**config.mk**
```make
export PLATFORM = sky130hd
export DESIGN_NAME = vmctl_entry_check
export DESIGN_NICKNAME = d
export VERILOG_FILES = /design/src/rtl/vmctl_pkg.sv /design/src/rtl/vmctl_regfile.sv /design/src/rtl/vmctl_cap_sel.sv /design/src/rtl/vmctl_vec_check.sv /design/src/rtl/vmctl_entry_check.sv
export SDC_FILE = /design/constraint.sdc
export NUM_CORES = 1
export LEC_CHECK = 0
export BUFFER_PORTS_ARGS = -buffer_cell sky130_fd_sc_hd__buf_4
export CORE_MARGIN = 2
export CORE_UTILIZATION = 30
export DETAILED_ROUTE_END_ITERATION = 8
export GPL_TIMING_DRIVEN = 0
export HOLD_SLACK_MARGIN = 0.1
export SKIP_LAST_GASP = 1
export SLEW_MARGIN = 20
export SYNTH_ARGS = -nofsm -noshare
export SYNTH_HDL_FRONTEND = slang
export SYNTH_HIERARCHICAL = 1
export SYNTH_SLANG_ARGS = --single-unit
```
**constraint.sdc**
```tcl
create_clock -name clk -period 1.8 [get_ports clk]
set_input_delay 0.18 -clock clk [delete_from_list [all_inputs] [get_ports clk]]
set_output_delay 0.18 -clock clk [all_outputs]
set_load 0.1 [all_outputs]
```
**src/rtl/vmctl_pkg.sv**
```systemverilog
// Package: shared register map, result codes and legacy default-1 masks
// for the virtualization control-field entry checker.
// Assumes a 32-bit control word; the masks below are sized to it.
package vmctl_pkg;

    localparam int CTL_W    = 32;
    localparam int ADDR_W   = 4;
    localparam int NUM_REGS = 12;

    // Word addresses of the writable registers.
    typedef enum logic [ADDR_W-1:0] {
        A_PIN_CTL    = 4'd0,
        A_PRIM_CTL   = 4'd1,
        A_SEC_CTL    = 4'd2,
        A_PIN_L_M1   = 4'd3,
        A_PIN_L_Y    = 4'd4,
        A_PIN_T_M1   = 4'd5,
        A_PIN_T_Y    = 4'd6,
        A_PRIM_L_M1  = 4'd7,
        A_PRIM_L_Y   = 4'd8,
        A_PRIM_T_M1  = 4'd9,
        A_PRIM_T_Y   = 4'd10,
        A_SEC_Y      = 4'd11
    } reg_addr_e;

    // Result codes, in check priority order.
    typedef enum logic [1:0] {
        FAIL_PIN  = 2'd0,
        FAIL_PRIM = 2'd1,
        FAIL_SEC  = 2'd2,
        ENTRY_OK  = 2'd3
    } entry_code_e;

    // Positions forced to 1 under the legacy capability set.
    localparam logic [CTL_W-1:0] PIN_DEF1  = 32'h0000_0016;
    localparam logic [CTL_W-1:0] PRIM_DEF1 = 32'h0401_E172;

    // Primary bit that enables the secondary vector.
    localparam int SEC_GATE_BIT = 31;

endpackage

```
**src/rtl/vmctl_regfile.sv**
```systemverilog
// Module: vmctl_regfile
// Holds the control and capability registers written through a plain
// address/data/enable port. Each register has its own reset value:
// controls and must-be-1 masks clear, may-be-1 masks of the two
// capability sets all ones, the secondary may-be-1 mask clear.
// Assumes addresses at or above NUM_REGS are unmapped and are ignored.
module vmctl_regfile
    import vmctl_pkg::*;
#(
    parameter int W      = CTL_W,
    parameter int AW     = ADDR_W,
    parameter int NREGS  = NUM_REGS
) (
    input  logic          clk,
    input  logic          rst_n,
    input  logic          wr_en,
    input  logic [AW-1:0] wr_addr,
    input  logic [W-1:0]  wr_data,
    output logic [W-1:0]  regs_o [NREGS]
);

    // Reset value for register index idx.
    function automatic logic [W-1:0] reset_value(input int idx);
        logic [W-1:0] v;
        case (idx)
            int'(A_PIN_L_Y), int'(A_PIN_T_Y),
            int'(A_PRIM_L_Y), int'(A_PRIM_T_Y): v = '1;
            default:                            v = '0;
        endcase
        return v;
    endfunction

    for (genvar g = 0; g < NREGS; g++) begin : g_reg
        localparam logic [W-1:0]  RST_VAL = reset_value(g);
        localparam logic [AW-1:0] MY_ADDR = AW'(g);
        logic [W-1:0] q;

        // Load on a matching write, restore reset value on reset.
        always_ff @(posedge clk) begin
            if (!rst_n) begin
                q <= RST_VAL;
            end else if (wr_en && (wr_addr == MY_ADDR)) begin
                q <= wr_data;
            end
        end

        assign regs_o[g] = q;
    end

endmodule

```
**src/rtl/vmctl_cap_sel.sv**
```systemverilog
// Module: vmctl_cap_sel
// Chooses the legacy or true capability pair for one control vector.
// Under the legacy set the fixed default-1 positions are added to the
// must-be-1 mask whatever the register holds.
// Assumes true_mode is stable in the cycle of an entry request.
module vmctl_cap_sel #(
    parameter int           W    = 32,
    parameter logic [W-1:0] DEF1 = '0
) (
    input  logic         true_mode,
    input  logic [W-1:0] legacy_m1,
    input  logic [W-1:0] legacy_y,
    input  logic [W-1:0] true_m1,
    input  logic [W-1:0] true_y,
    output logic [W-1:0] m1_o,
    output logic [W-1:0] y_o
);

    // Select the active mask pair.
    always_comb begin
        if (true_mode) begin
            m1_o = true_m1;
            y_o  = true_y;
        end else begin
            m1_o = legacy_m1 | DEF1;
            y_o  = legacy_y;
        end
    end

endmodule

```
**src/rtl/vmctl_vec_check.sv**
```systemverilog
// Module: vmctl_vec_check
// Tests one control vector against its must-be-1 and may-be-1 masks.
// A bit is legal when it is 1 wherever must-be-1 is set and 0 wherever
// may-be-1 is clear. A bit that is in must-be-1 but not in may-be-1 can
// never be legal; that is a capability fault and simply fails.
module vmctl_vec_check #(
    parameter int W = 32
) (
    input  logic [W-1:0] ctl,
    input  logic [W-1:0] must1,
    input  logic [W-1:0] may1,
    output logic         ok_o
);

    logic [W-1:0] bad_bit;

    for (genvar b = 0; b < W; b++) begin : g_bit
        // Flag a bit that misses a required 1 or carries a forbidden 1.
        always_comb begin
            bad_bit[b] = (must1[b] && !ctl[b]) || (ctl[b] && !may1[b]);
        end
    end

    // Whole vector legal when no bit is flagged.
    always_comb begin
        ok_o = (bad_bit == '0);
    end

endmodule

```
**src/rtl/vmctl_entry_check.sv**
```systemverilog
// Module: vmctl_entry_check (top)
// Checks the three execution-control vectors on a VM-entry request and
// reports, one clock later, a pass flag, a priority-encoded reason code
// and the effective secondary vector.
// Assumes entry_req is a single-cycle pulse and that no write or mode
// change coincides with it; the check uses pre-edge register contents.
module vmctl_entry_check
    import vmctl_pkg::*;
#(
    parameter int           W         = CTL_W,
    parameter int           AW        = ADDR_W,
    parameter int           GATE_BIT  = SEC_GATE_BIT,
    parameter logic [W-1:0] PIN_D1    = PIN_DEF1,
    parameter logic [W-1:0] PRIM_D1   = PRIM_DEF1
) (
    input  logic          clk,
    input  logic          rst_n,
    input  logic          wr_en,
    input  logic [AW-1:0] wr_addr,
    input  logic [W-1:0]  wr_data,
    input  logic          cap_true_mode,
    input  logic          entry_req,
    output logic          res_valid,
    output logic          res_pass,
    output logic [1:0]    res_code,
    output logic [W-1:0]  res_sec_eff
);

    localparam int NREGS = NUM_REGS;

    logic [W-1:0] regs [NREGS];
    logic [W-1:0] pin_q, prim_q, sec_q;
    logic [W-1:0] pin_m1, pin_y, prim_m1, prim_y;
    logic [W-1:0] sec_eff;
    logic         pin_ok, prim_ok, sec_ok;
    entry_code_e  code_d;

    vmctl_regfile #(
        .W     (W),
        .AW    (AW),
        .NREGS (NREGS)
    ) u_regs (
        .clk     (clk),
        .rst_n   (rst_n),
        .wr_en   (wr_en),
        .wr_addr (wr_addr),
        .wr_data (wr_data),
        .regs_o  (regs)
    );

    assign pin_q  = regs[A_PIN_CTL];
    assign prim_q = regs[A_PRIM_CTL];
    assign sec_q  = regs[A_SEC_CTL];

    vmctl_cap_sel #(.W(W), .DEF1(PIN_D1)) u_pin_cap (
        .true_mode (cap_true_mode),
        .legacy_m1 (regs[A_PIN_L_M1]),
        .legacy_y  (regs[A_PIN_L_Y]),
        .true_m1   (regs[A_PIN_T_M1]),
        .true_y    (regs[A_PIN_T_Y]),
        .m1_o      (pin_m1),
        .y_o       (pin_y)
    );

    vmctl_cap_sel #(.W(W), .DEF1(PRIM_D1)) u_prim_cap (
        .true_mode (cap_true_mode),
        .legacy_m1 (regs[A_PRIM_L_M1]),
        .legacy_y  (regs[A_PRIM_L_Y]),
        .true_m1   (regs[A_PRIM_T_M1]),
        .true_y    (regs[A_PRIM_T_Y]),
        .m1_o      (prim_m1),
        .y_o       (prim_y)
    );

    // Secondary vector only counts when the primary gate bit is set.
    always_comb begin
        sec_eff = prim_q[GATE_BIT] ? sec_q : '0;
    end

    vmctl_vec_check #(.W(W)) u_pin_chk (
        .ctl   (pin_q),
        .must1 (pin_m1),
        .may1  (pin_y),
        .ok_o  (pin_ok)
    );

    vmctl_vec_check #(.W(W)) u_prim_chk (
        .ctl   (prim_q),
        .must1 (prim_m1),
        .may1  (prim_y),
        .ok_o  (prim_ok)
    );

    vmctl_vec_check #(.W(W)) u_sec_chk (
        .ctl   (sec_eff),
        .must1 ('0),
        .may1  (regs[A_SEC_Y]),
        .ok_o  (sec_ok)
    );

    // Priority encode: async-event vector first, then primary, then secondary.
    always_comb begin
        if (!pin_ok) begin
            code_d = FAIL_PIN;
        end else if (!prim_ok) begin
            code_d = FAIL_PRIM;
        end else if (!sec_ok) begin
            code_d = FAIL_SEC;
        end else begin
            code_d = ENTRY_OK;
        end
    end

    // Strobe follows each request by one cycle.
    always_ff @(posedge clk) begin
        if (!rst_n) begin
            res_valid <= 1'b0;
        end else begin
            res_valid <= entry_req;
        end
    end

    // Capture the verdict and effective secondary vector on a request.
    always_ff @(posedge clk) begin
        if (!rst_n) begin
            res_pass    <= 1'b0;
            res_code    <= 2'(FAIL_PIN);
            res_sec_eff <= '0;
        end else if (entry_req) begin
            res_pass    <= (code_d == ENTRY_OK);
            res_code    <= 2'(code_d);
            res_sec_eff <= sec_eff;
        end
    end

    // ---------------- assertions ----------------

    p_req_gives_valid_r2: assert property (@(posedge clk) disable iff (!rst_n)
        entry_req |=> res_valid);

    p_valid_only_after_req_r2: assert property (@(posedge clk) disable iff (!rst_n)
        !entry_req |=> !res_valid);

    p_pass_matches_code_r11: assert property (@(posedge clk) disable iff (!rst_n)
        res_valid |-> (res_pass == (res_code == 2'(ENTRY_OK))));

    p_sec_gated_r8: assert property (@(posedge clk) disable iff (!rst_n)
        (res_valid && !$past(prim_q[GATE_BIT])) |-> (res_sec_eff == '0));

    p_legacy_pin_def1_r5: assert property (@(posedge clk) disable iff (!rst_n)
        (res_valid && res_pass && !$past(cap_true_mode))
            |-> (($past(pin_q) & PIN_D1) == PIN_D1));

    p_legacy_prim_def1_r6: assert property (@(posedge clk) disable iff (!rst_n)
        (res_valid && res_pass && !$past(cap_true_mode))
            |-> (($past(prim_q) & PRIM_D1) == PRIM_D1));

    p_no_sec_support_r10: assert property (@(posedge clk) disable iff (!rst_n)
        (res_valid && $past(pin_ok && prim_q[GATE_BIT] && !prim_y[GATE_BIT]))
            |-> (res_code == 2'(FAIL_PRIM)));

endmodule

```
==> results.py, run 1 <==
metrics = {
    "global_route": {
        "grt_usage_pct": 16.9,
        "grt_pass1_vias": 13900,
        "grt_max_degree": 14,
        "grt_pass1_wl_mm": 82.1,
        "antenna_found_initial": 1,
        "grt_remaining_overflow": 0,
    },
    "synthesis": {
        "ys.warnings.count": 6,
        "syn_inst": 1837,
        "syn-mean-instance-area_um2": 10.2,
        "synth.cell_area_mm2": 0.0187,
    },
    "route": {
        "drt_iter0_markers": 857,
        "drtPass1Iterations": 5,
        "route.detailed.drc": 0,
        "postRouteAntennaNets": 0,
        "vias_per_cell": 4.65,
        "route.detailed.wl_per_inst_um": 18.9,
        "dr_total_vias": 13500,
        "drt_wl_total_mm": 55.0,
    },
    "layout": {
        "drive_gt1_share_pct": 19.1,
        "fillerInstances": 6156,
        "fin_cells": 2911,
        "nets": 2084,
        "syn2layout_area_growth_pct": 21.3,
        "fin_util_pct": 36.8,
    },
    "timing": {
        "slew_headroom_pct": 50.5,
        "fin_crit_ps": 1920,
        "min_period_over_period_pct": 106,
        "fin_skew_ps": 13.4,
        "setup_ws_ps": -116,
        "fmax_mhz": 522,
        "report.final.setup_viol": 3,
        "final_hold_viol_count": 0,
        "tightest_slew_ps": 742,
        "maxSlewViolCount": 0,
        "rsz0062_at_grt": "yes",
    },
    "run_status": {
        "violations": "negative setup slack",
        "status": "finished with violations",
    },
    "placement": {
        "portBuffers": 74,
        "dpl.hpwl_mm": 40.7,
        "routabilityCongestion": 0.867,
        "post-place-cells": 2779,
        "dp_slack_ps": -578,
    },
    "cts": {
        "cts_max_level": 2,
        "clock_latency_ps": 570,
        "cts_tree": "built",
        "clock_path_buffers": 3,
        "cts_sinks": 407,
        "cts_buffers": 44,
        "path_clk_slew_ps": 60,
        "cts_root_buffer": "clkbuf_16",
    },
    "floorplanning": {
        "fp.coreArea_mm2": 0.0616,
        "die_w_um": 254,
        "ioPinCount": 77,
        "fp-row-count": 91,
        "initial_core_util_pct": 30.3,
        "dieHeight_um": 254,
        "die_area_mm2": 0.0643,
    },
    "critical_path": {
        "crit_type": "reg2reg",
        "worst_path_max_delay_cell": "dfxtp_4",
        "arrival_ps": 2420,
        "crit_chain": "buf_12 > buf_8 > and2_4 > and2_4 > o22ai_4 > nor4_2 > and4_1 > nand2b_1 > nand3_1 > a21boi_1",
        "critPathLaunchType": "register",
        "critPathRequiredTime_ps": 2310,
        "crit_buf_inv": 2,
        "cp-end-kind": "register",
        "cpMostUsedCell": "and2_4",
        "path_max_fanout": 5,
        "slowest_delay_ps": 360,
        "cp_top_family": "simple AND/OR/NAND/NOR gates",
    },
    "min_path": {
        "min_path_type": "in2reg",
    },
    "pwr": {
        "ir_worst_vdd_mv": 0.564,
        "power.density_mw_per_mm2": 871,
        "leakage_nw": 9.68,
        "total_power_mw": 19.7,
    },
    "flow_run": {
        "maxCapViolations": 0,
    },
}
sequential cells by signal, indices dropped and copies added (netlist names):
signal       count
res_code         2
res_pass         1
res_sec_eff     32
res_valid        1
u_regs/g.q     371
worst min-delay path: cells and delay by family:
family	cells	cell delay (ps)
buffers and inverters	1	130
and+or+nand+nor	2	210
muxes	1	130
what timing repair did:
action,4_1_cts,5_1_grt
hold endpoints to repair,154,0
endpoints found under the setup margin,3,33
cloned,0,3
pin swaps,5,9
resized for setup,27,54
setup buffers,1,5
hold buffers,46,0
metrics by stage:
step / hold WS, ps / TNS, ps / cell area (um2)
3_3_place_gp: 438 / -39340 / 20400
3_5_place_dp: 445 / -59710 / 20400
5_1_grt: 135 / -500 / 22700
2_1_floorplan: 308 / 0 / 18800
6_report: 132 / -226 / 22700
4_1_cts: 126 / -134 / 22400
placed cells by master, fill, tap and decap left out, types with 3 or more instances in the layout:
cell type,instances
dlygate4sd3_1,46
buf_12,11
clkinv_2,5
mux2i_1,403
buf_4,82
clkbuf_16,47
buf_2,41
nand2_1,280
nand2b_1,18
clkbuf_1,51
o22ai_2,3
conb_1,32
a21boi_1,3
o22ai_1,43
dfxtp_1,406
nor4_2,6
mux2_2,8
buf_8,5
clkbuf_8,15
mux2_4,107
buf_1,4
and2_4,37
nor2b_1,193
nor2_2,8
buf_6,8
nor4_1,6
nor2_1,93
and2_1,91
power breakdown:
group          leakage (nW)  internal, mW  switching (mW)  total, mW
combinational          5.68         0.587           0.883       1.47
sequential             3.29          9.12          0.0573       9.17
clock                 0.712          5.33            3.78       9.10
final cells by class:
class / count / area (um2) / share of cell area [%]
multi-input combinational: 1348 / 10100 / 44.7
sequential: 407 / 8150 / 36.0
clock buffer: 68 / 1360 / 6.01
timing repair buffer: 129 / 1140 / 5.02
tap: 837 / 1050 / 4.62
buffer: 113 / 754 / 3.33
clock inverter: 8 / 73.8 / 0.326
antenna: 1 / 2.50 / 0.0110
metal layers:
| layer | part of all wire [%] | vias to the layer above | global-route usage [%] |
|---|---|---|---|
| met2 | 47 | 267 | 28.4 |
| met3 | 4.5 | 94 | 2.86 |
| li1 | - | 6543 | - |
| met5 | 0 | - | 0 |
| met4 | 3.1 | 0 | 6.05 |
| met1 | 45 | 6620 | 21.8 |
worst paths after layout:
path                                       startpoint                    to  slack [ps]  cells past startpoint
worst max-delay path            u_regs/g_reg[1].q[31]           res_code[0]        -120                     10
worst min-delay path                            wr_en  u_regs/g_reg[5].q[0]         130                      4
worst max register to register  u_regs/g_reg[1].q[31]           res_code[0]        -120                     10
worst min register to register   u_regs/g_reg[9].q[8]  u_regs/g_reg[9].q[8]         450                      2
Power figures use the tool's default switching activity.
==> run 2, diff against run 1 <==
--- a/config.mk
+++ b/config.mk
@@ -11,6 +11,7 @@
 export DETAILED_ROUTE_END_ITERATION = 8
 export GPL_TIMING_DRIVEN = 0
 export HOLD_SLACK_MARGIN = 0.1
+export SETUP_SLACK_MARGIN = 0.05
 export SKIP_LAST_GASP = 1
 export SLEW_MARGIN = 20
 export SYNTH_ARGS = -nofsm -noshare
==> run 2 against run 1 <==
The run still ends with negative setup slack left. Non-clock buffer count did not move. Fmax is essentially flat. Register-to-register slack hardly changed. Critical endpoint unchanged. Power barely moved.
==> results.py, run 2 (synthesized netlist as in run 1, its figures left out) <==
metrics = {
    "cts": {
        "cts_sinks": 407,
        "cts_max_level": 2,
        "path_clk_slew_ps": 60,
        "cts_tree": "built",
        "cts_root_buffer": "clkbuf_16",
        "clock_latency_ps": 570,
        "clock_path_buffers": 3,
        "cts_buffers": 44,
    },
    "global_route": {
        "grt_remaining_overflow": 0,
        "grt_usage_pct": 16.9,
        "antenna_found_initial": 1,
        "grt_pass1_wl_mm": 82.1,
        "grt_pass1_vias": 13900,
        "grt_max_degree": 14,
    },
    "floorplanning": {
        "die_w_um": 254,
        "die_area_mm2": 0.0643,
        "fp-row-count": 91,
        "ioPinCount": 77,
        "initial_core_util_pct": 30.3,
        "fp.coreArea_mm2": 0.0616,
        "dieHeight_um": 254,
    },
    "timing": {
        "fin_skew_ps": 14.2,
        "rsz0062_at_grt": "yes",
        "holdWs_ps": 120,
        "final_hold_viol_count": 0,
        "fin_crit_ps": 1920,
        "report.final.setup_viol": 3,
        "slew_headroom_pct": 51.2,
        "setup_ws_ps": -117,
        "min_period_over_period_pct": 106,
        "fmax_mhz": 522,
        "tightest_slew_ps": 732,
        "fin_tns_setup_ps": -227,
        "maxSlewViolCount": 0,
    },
    "critical_path": {
        "crit_end": "res_code[0]",
        "crit_chain": "buf_12 > buf_8 > and2_4 > and2_4 > o22ai_4 > nor4_2 > and4_1 > nand2b_1 > nand3_1 > a21boi_1",
        "worst_path_max_delay_cell": "dfxtp_4",
        "slowest_delay_ps": 360,
        "arrival_ps": 2420,
        "cp-end-kind": "register",
        "cpMostUsedCell": "and2_4",
        "worstSetupStartpoint": "u_regs/g_reg[1].q[31]",
        "rr_startpoint": "u_regs/g_reg[1].q[31]",
        "r2r_cells": 10,
        "path_max_fanout": 5,
        "r2r_end": "res_code[0]",
        "rrSetupSlack_ps": -120,
        "critPathRequiredTime_ps": 2310,
        "critPathLaunchType": "register",
        "crit_type": "reg2reg",
    },
    "layout": {
        "multi_input_area_mm2": 0.0101,
        "drive_gt1_share_pct": 19.1,
        "syn2layout_area_growth_pct": 21.3,
        "layout_commonest_cell": "dfxtp_1",
        "fin_cells": 2911,
        "largest-register": "u_regs/g.q",
        "seqCellArea_mm2": 0.00815,
        "largest_register_ff_count": 371,
        "fillerInstances": 6154,
        "nets": 2084,
        "final_cell_mix": "dfxtp_1 (406), mux2i_1 (403), nand2_1 (280)",
        "reg_top3": "u_regs/g.q x371, res_sec_eff x32, res_code x2",
    },
    "route": {
        "vias_per_cell": 4.64,
        "postRouteAntennaNets": 0,
        "route.detailed.wl_per_inst_um": 18.9,
        "drtPass1Iterations": 5,
        "drt_iter0_markers": 858,
        "dr_total_vias": 13500,
        "route.detailed.drc": 0,
        "drt_wl_total_mm": 55.0,
    },
    "min_path": {
        "min_path_type": "in2reg",
    },
    "pwr": {
        "seqPwrFrac_pct": 46.4,
        "p_sw_share_pct": 23.9,
        "intPower_mw": 15.0,
        "clockPowerShare_pct": 46.1,
        "ir_worst_vdd_mv": 0.564,
        "leakage_nw": 9.68,
        "combPwrFrac_pct": 7.5,
        "p_sw_mw": 4.72,
        "power.density_mw_per_mm2": 871,
    },
    "placement": {
        "dpl.hpwl_mm": 40.7,
        "post-place-cells": 2779,
        "portBuffers": 74,
        "dp_slack_ps": -578,
        "routabilityCongestion": 0.867,
    },
    "run_status": {
        "violations": "negative setup slack",
        "status": "finished with violations",
    },
    "flow_run": {
        "maxCapViolations": 0,
    },
}
run 2: cell counts in the layout (fill, tap and decap cells not counted):
No cell type changed its count.
run 2: how the worst min path moves through the flow:
stage	start	endpoint	depth (start not counted)	slack, ps
after global routing	wr_en	u_regs/g_reg[4].q[0]	4	130
final	wr_en	u_regs/g_reg[4].q[31]	4	120
after detailed placement	u_regs/g_reg[11].q[16]	u_regs/g_reg[11].q[16]	2	440
after floorplan	rst_n	res_sec_eff[28]	1	310
after CTS	wr_en	u_regs/g_reg[4].q[0]	4	130
after global placement	u_regs/g_reg[11].q[17]	u_regs/g_reg[11].q[17]	2	440
run 2: area by class of cell:
type | count | area share, %
tap | 837 | 4.62
antenna | 1 | 0.0110
clock buffer | 68 | 6.01
sequential | 407 | 36.0
multi-input combinational | 1348 | 44.7
clock inverter | 8 | 0.326
timing repair buffer | 129 | 5.02
buffer | 113 | 3.33
run 2: what timing repair did:
item,in CTS,in global routing
pin swaps,5,9
hold endpoints to repair,154,0
endpoints found under the setup margin,3,50
resized for setup,27,56
hold buffers,46,0
buffers inserted,1,5
gates cloned,0,3
run 2: critical path: cells and delay by family (launching register included):
family | cells | cell delay [ps]
and+or+nand+nor | 6 | 1040
buffers and inverters | 2 | 250
DFF | 1 | 360
AOI/OAI and AO/OA | 2 | 200
run 2: through the flow:
stage	utilization, %	area, um2	total power [mW]
3_3_place_gp	33.1	20400	10.7
3_5_place_dp	33.1	20400	10.7
5_1_grt	36.8	22700	20.4
4_1_cts	36.3	22400	19.9
2_1_floorplan	-	18800	10.2
6_report	36.8	22700	19.8
run 2: routing by layer:
| layer | track usage, % | routed length (um) | share of wire, % |
|---|---|---|---|
| met3 | 2.86 | 2380 | 4.3 |
| met2 | 28.4 | 26000 | 47 |
| met1 | 21.8 | 25000 | 45 |
| met4 | 6.05 | 1680 | 3.1 |
| met5 | 0 | 0 | 0 |
run 2: power by group through the flow:
stage	registers, mW	clock network, mW	logic (mW)
after global routing	9.18	9.64	1.55
after CTS	9.17	9.27	1.44
after detailed placement	9.37	0	1.36
after floorplan	9.37	0	0.845
after global placement	9.37	0	1.33
final	9.17	9.11	1.47
==> run 3, diff against run 2 <==
--- a/config.mk
+++ b/config.mk
@@ -6,6 +6,7 @@
 export NUM_CORES = 1
 export LEC_CHECK = 0
 export BUFFER_PORTS_ARGS = -buffer_cell sky130_fd_sc_hd__buf_4
+export CORE_ASPECT_RATIO = 1.75
 export CORE_MARGIN = 2
 export CORE_UTILIZATION = 30
 export DETAILED_ROUTE_END_ITERATION = 8
==> run 3 against run 2 <==
The flow still finishes with violations (negative setup slack). Final cell count shrank 1.5%. Clock power shrank 5.7%. Clock skew rose by 16 ps. First-iteration DRC count decreased by 44%. Sequential share of layout area about the same. Critical endpoint is now res_pass. Highest routed layer unchanged.
==> results.py, run 3 (synthesized netlist as in run 1, its figures left out) <==
metrics = {
    "run_status": {
        "status": "finished with violations",
        "violations": "negative setup slack",
    },
    "placement": {
        "portBuffers": 74,
        "routabilityCongestion": 0.910,
        "dpl.hpwl_mm": 44.1,
        "post-place-cells": 2741,
    },
    "floorplanning": {
        "initial_core_util_pct": 30.2,
        "ioPinCount": 77,
        "die_w_um": 193,
        "fp-row-count": 121,
        "fp.coreArea_mm2": 0.0619,
        "dieHeight_um": 334,
        "die_area_mm2": 0.0644,
    },
    "pwr": {
        "total_power_mw": 19.3,
        "power.density_mw_per_mm2": 851,
        "ir_worst_vdd_mv": 0.654,
        "leakage_nw": 9.69,
    },
    "timing": {
        "fin_tns_setup_ps": -364,
        "setup_ws_ps": -191,
        "report.final.setup_viol": 3,
        "tightest_slew_ps": 739,
        "rsz0062_at_grt": "yes",
        "final_hold_viol_count": 0,
        "fmax_mhz": 502,
        "slew_headroom_pct": 50.7,
        "min_period_over_period_pct": 111,
        "maxSlewViolCount": 0,
        "fin_skew_ps": 30.6,
        "fin_crit_ps": 1990,
    },
    "route": {
        "route.detailed.drc": 0,
        "vias_per_cell": 4.68,
        "dr_total_vias": 13400,
        "route.detailed.wl_per_inst_um": 20.0,
        "drt_wl_total_mm": 57.4,
        "drt_iter0_markers": 478,
        "drtPass1Iterations": 5,
        "postRouteAntennaNets": 0,
    },
    "min_path": {
        "min_path_type": "in2reg",
        "hold_start": "entry_req",
        "holdPathStages": 4,
        "holdPathEnd": "res_sec_eff[16]",
    },
    "critical_path": {
        "cp-end-kind": "register",
        "crit_buf_inv": 3,
        "crit_chain": "buf_12 > buf_8 > and2_4 > and2_4 > o22ai_4 > nor4_4 > and4_1 > buf_4 > nand4_1 > a21boi_1",
        "r2r_end": "res_pass",
        "critPathRequiredTime_ps": 2280,
        "cpMostUsedCell": "and2_4",
        "critPathLaunchType": "register",
        "cp_top_family": "simple AND/OR/NAND/NOR gates",
        "worst_path_max_delay_cell": "dfxtp_4",
        "path_max_fanout": 5,
        "slowest_delay_ps": 360,
        "rr_startpoint": "u_regs/g_reg[1].q[31]",
        "crit_type": "reg2reg",
        "r2r_cells": 10,
        "rrSetupSlack_ps": -190,
        "arrival_ps": 2470,
    },
    "layout": {
        "drive_gt1_share_pct": 19.5,
        "largest-register": "u_regs/g.q",
        "fin_util_pct": 36.6,
        "largest_register_ff_count": 371,
        "final_cell_mix": "dfxtp_1 (406), mux2i_1 (403), nand2_1 (280)",
        "fillerInstances": 6130,
        "syn2layout_area_growth_pct": 21.2,
        "reg_top3": "u_regs/g.q x371, res_sec_eff x32, res_code x2",
        "nets": 2078,
        "antenna_cells": 0,
        "layout_commonest_cell": "dfxtp_1",
        "fin_cells": 2867,
    },
    "cts": {
        "cts_sinks": 407,
        "cts_buffers": 39,
        "cts_root_buffer": "clkbuf_16",
        "clock_latency_ps": 570,
        "cts_tree": "built",
        "cts_max_level": 2,
        "path_clk_slew_ps": 60,
        "clock_path_buffers": 3,
    },
    "global_route": {
        "grt_max_degree": 15,
        "grt_pass1_vias": 14100,
        "antenna_found_initial": 0,
        "grt_usage_pct": 17.6,
        "grt_remaining_overflow": 0,
        "grt_pass1_wl_mm": 84.8,
    },
    "flow_run": {
        "maxCapViolations": 0,
    },
}
-- run 3: changes by cell type in the layout (fill, tap and decap cells not counted), moves of 2 or more --
cell / before / now
and2_4: 37 / 32
nor2_4: 0 / 6
o22ai_2: 3 / 11
and2_1: 91 / 97
nor4_1: 6 / 4
nor4_4: 0 / 3
clkbuf_16: 47 / 42
nor2_1: 92 / 85
clkbuf_8: 15 / 13
o22ai_4: 2 / 4
clkbuf_1: 51 / 53
o22ai_1: 43 / 33
-- run 3: tightest hold or removal path, stage by stage --
cell	delay, ps
buf_6	110
buf_8	160
mux2i_1	80
nor2b_1	90
-- run 3: report_power, final --
part / switching, mW / leakage (nW) / total, mW / internal [mW]
sequential: 0.0590 / 3.29 / 9.17 / 9.11
combinational: 0.911 / 5.74 / 1.52 / 0.604
clock: 3.65 / 0.657 / 8.59 / 4.93
-- run 3: timing repair --
item	CTS	global route
buffers inserted	1	5
pin swaps	11	16
resized for setup	55	53
endpoints found under the hold margin	154	0
endpoints found under the setup margin	3	49
hold buffers	45	0
cloned	1	2
-- run 3: final cells by class --
| type | instances | area, um2 | area share (%) |
|---|---|---|---|
| clock inverter | 9 | 110 | 0.486 |
| sequential | 407 | 8150 | 36.0 |
| timing repair buffer | 128 | 1130 | 4.98 |
| tap | 799 | 1000 | 4.41 |
| clock buffer | 63 | 1220 | 5.38 |
| buffer | 113 | 757 | 3.34 |
| multi-input combinational | 1348 | 10300 | 45.4 |
-- run 3: routing by layer --
metal / track usage (%) / vias up / share of wire [%]
met1: 17.7 / 6486 / 36
met2: 33.5 / 279 / 54
met4: 11.7 / 0 / 6.8
met3: 1.84 / 142 / 2.8
li1: - / 6509 / -
met5: 0 / - / 0
-- run 3: per-stage QoR --
step                      setup slack (ps)  instance area, um2  hold WS, ps
after floorplan                       88.6               18800          308
after detailed placement              -793               20400          444
after global placement                -822               20400          439
after global routing                  -231               22600          129
final                                 -191               22600          111
after CTS                             -121               22300          103
-- run 3: worst max-delay path by stage --
stage	from	endpoint	slack, ps	depth (start not counted)
final	u_regs/g_reg[1].q[31]	res_pass	-190	10
after global routing	u_regs/g_reg[1].q[31]	res_pass	-230	10
after CTS	u_regs/g_reg[1].q[31]	res_code[0]	-120	9
after detailed placement	cap_true_mode	res_code[0]	-790	10
after global placement	cap_true_mode	res_code[0]	-820	10
after floorplan	cap_true_mode	res_code[0]	90	10
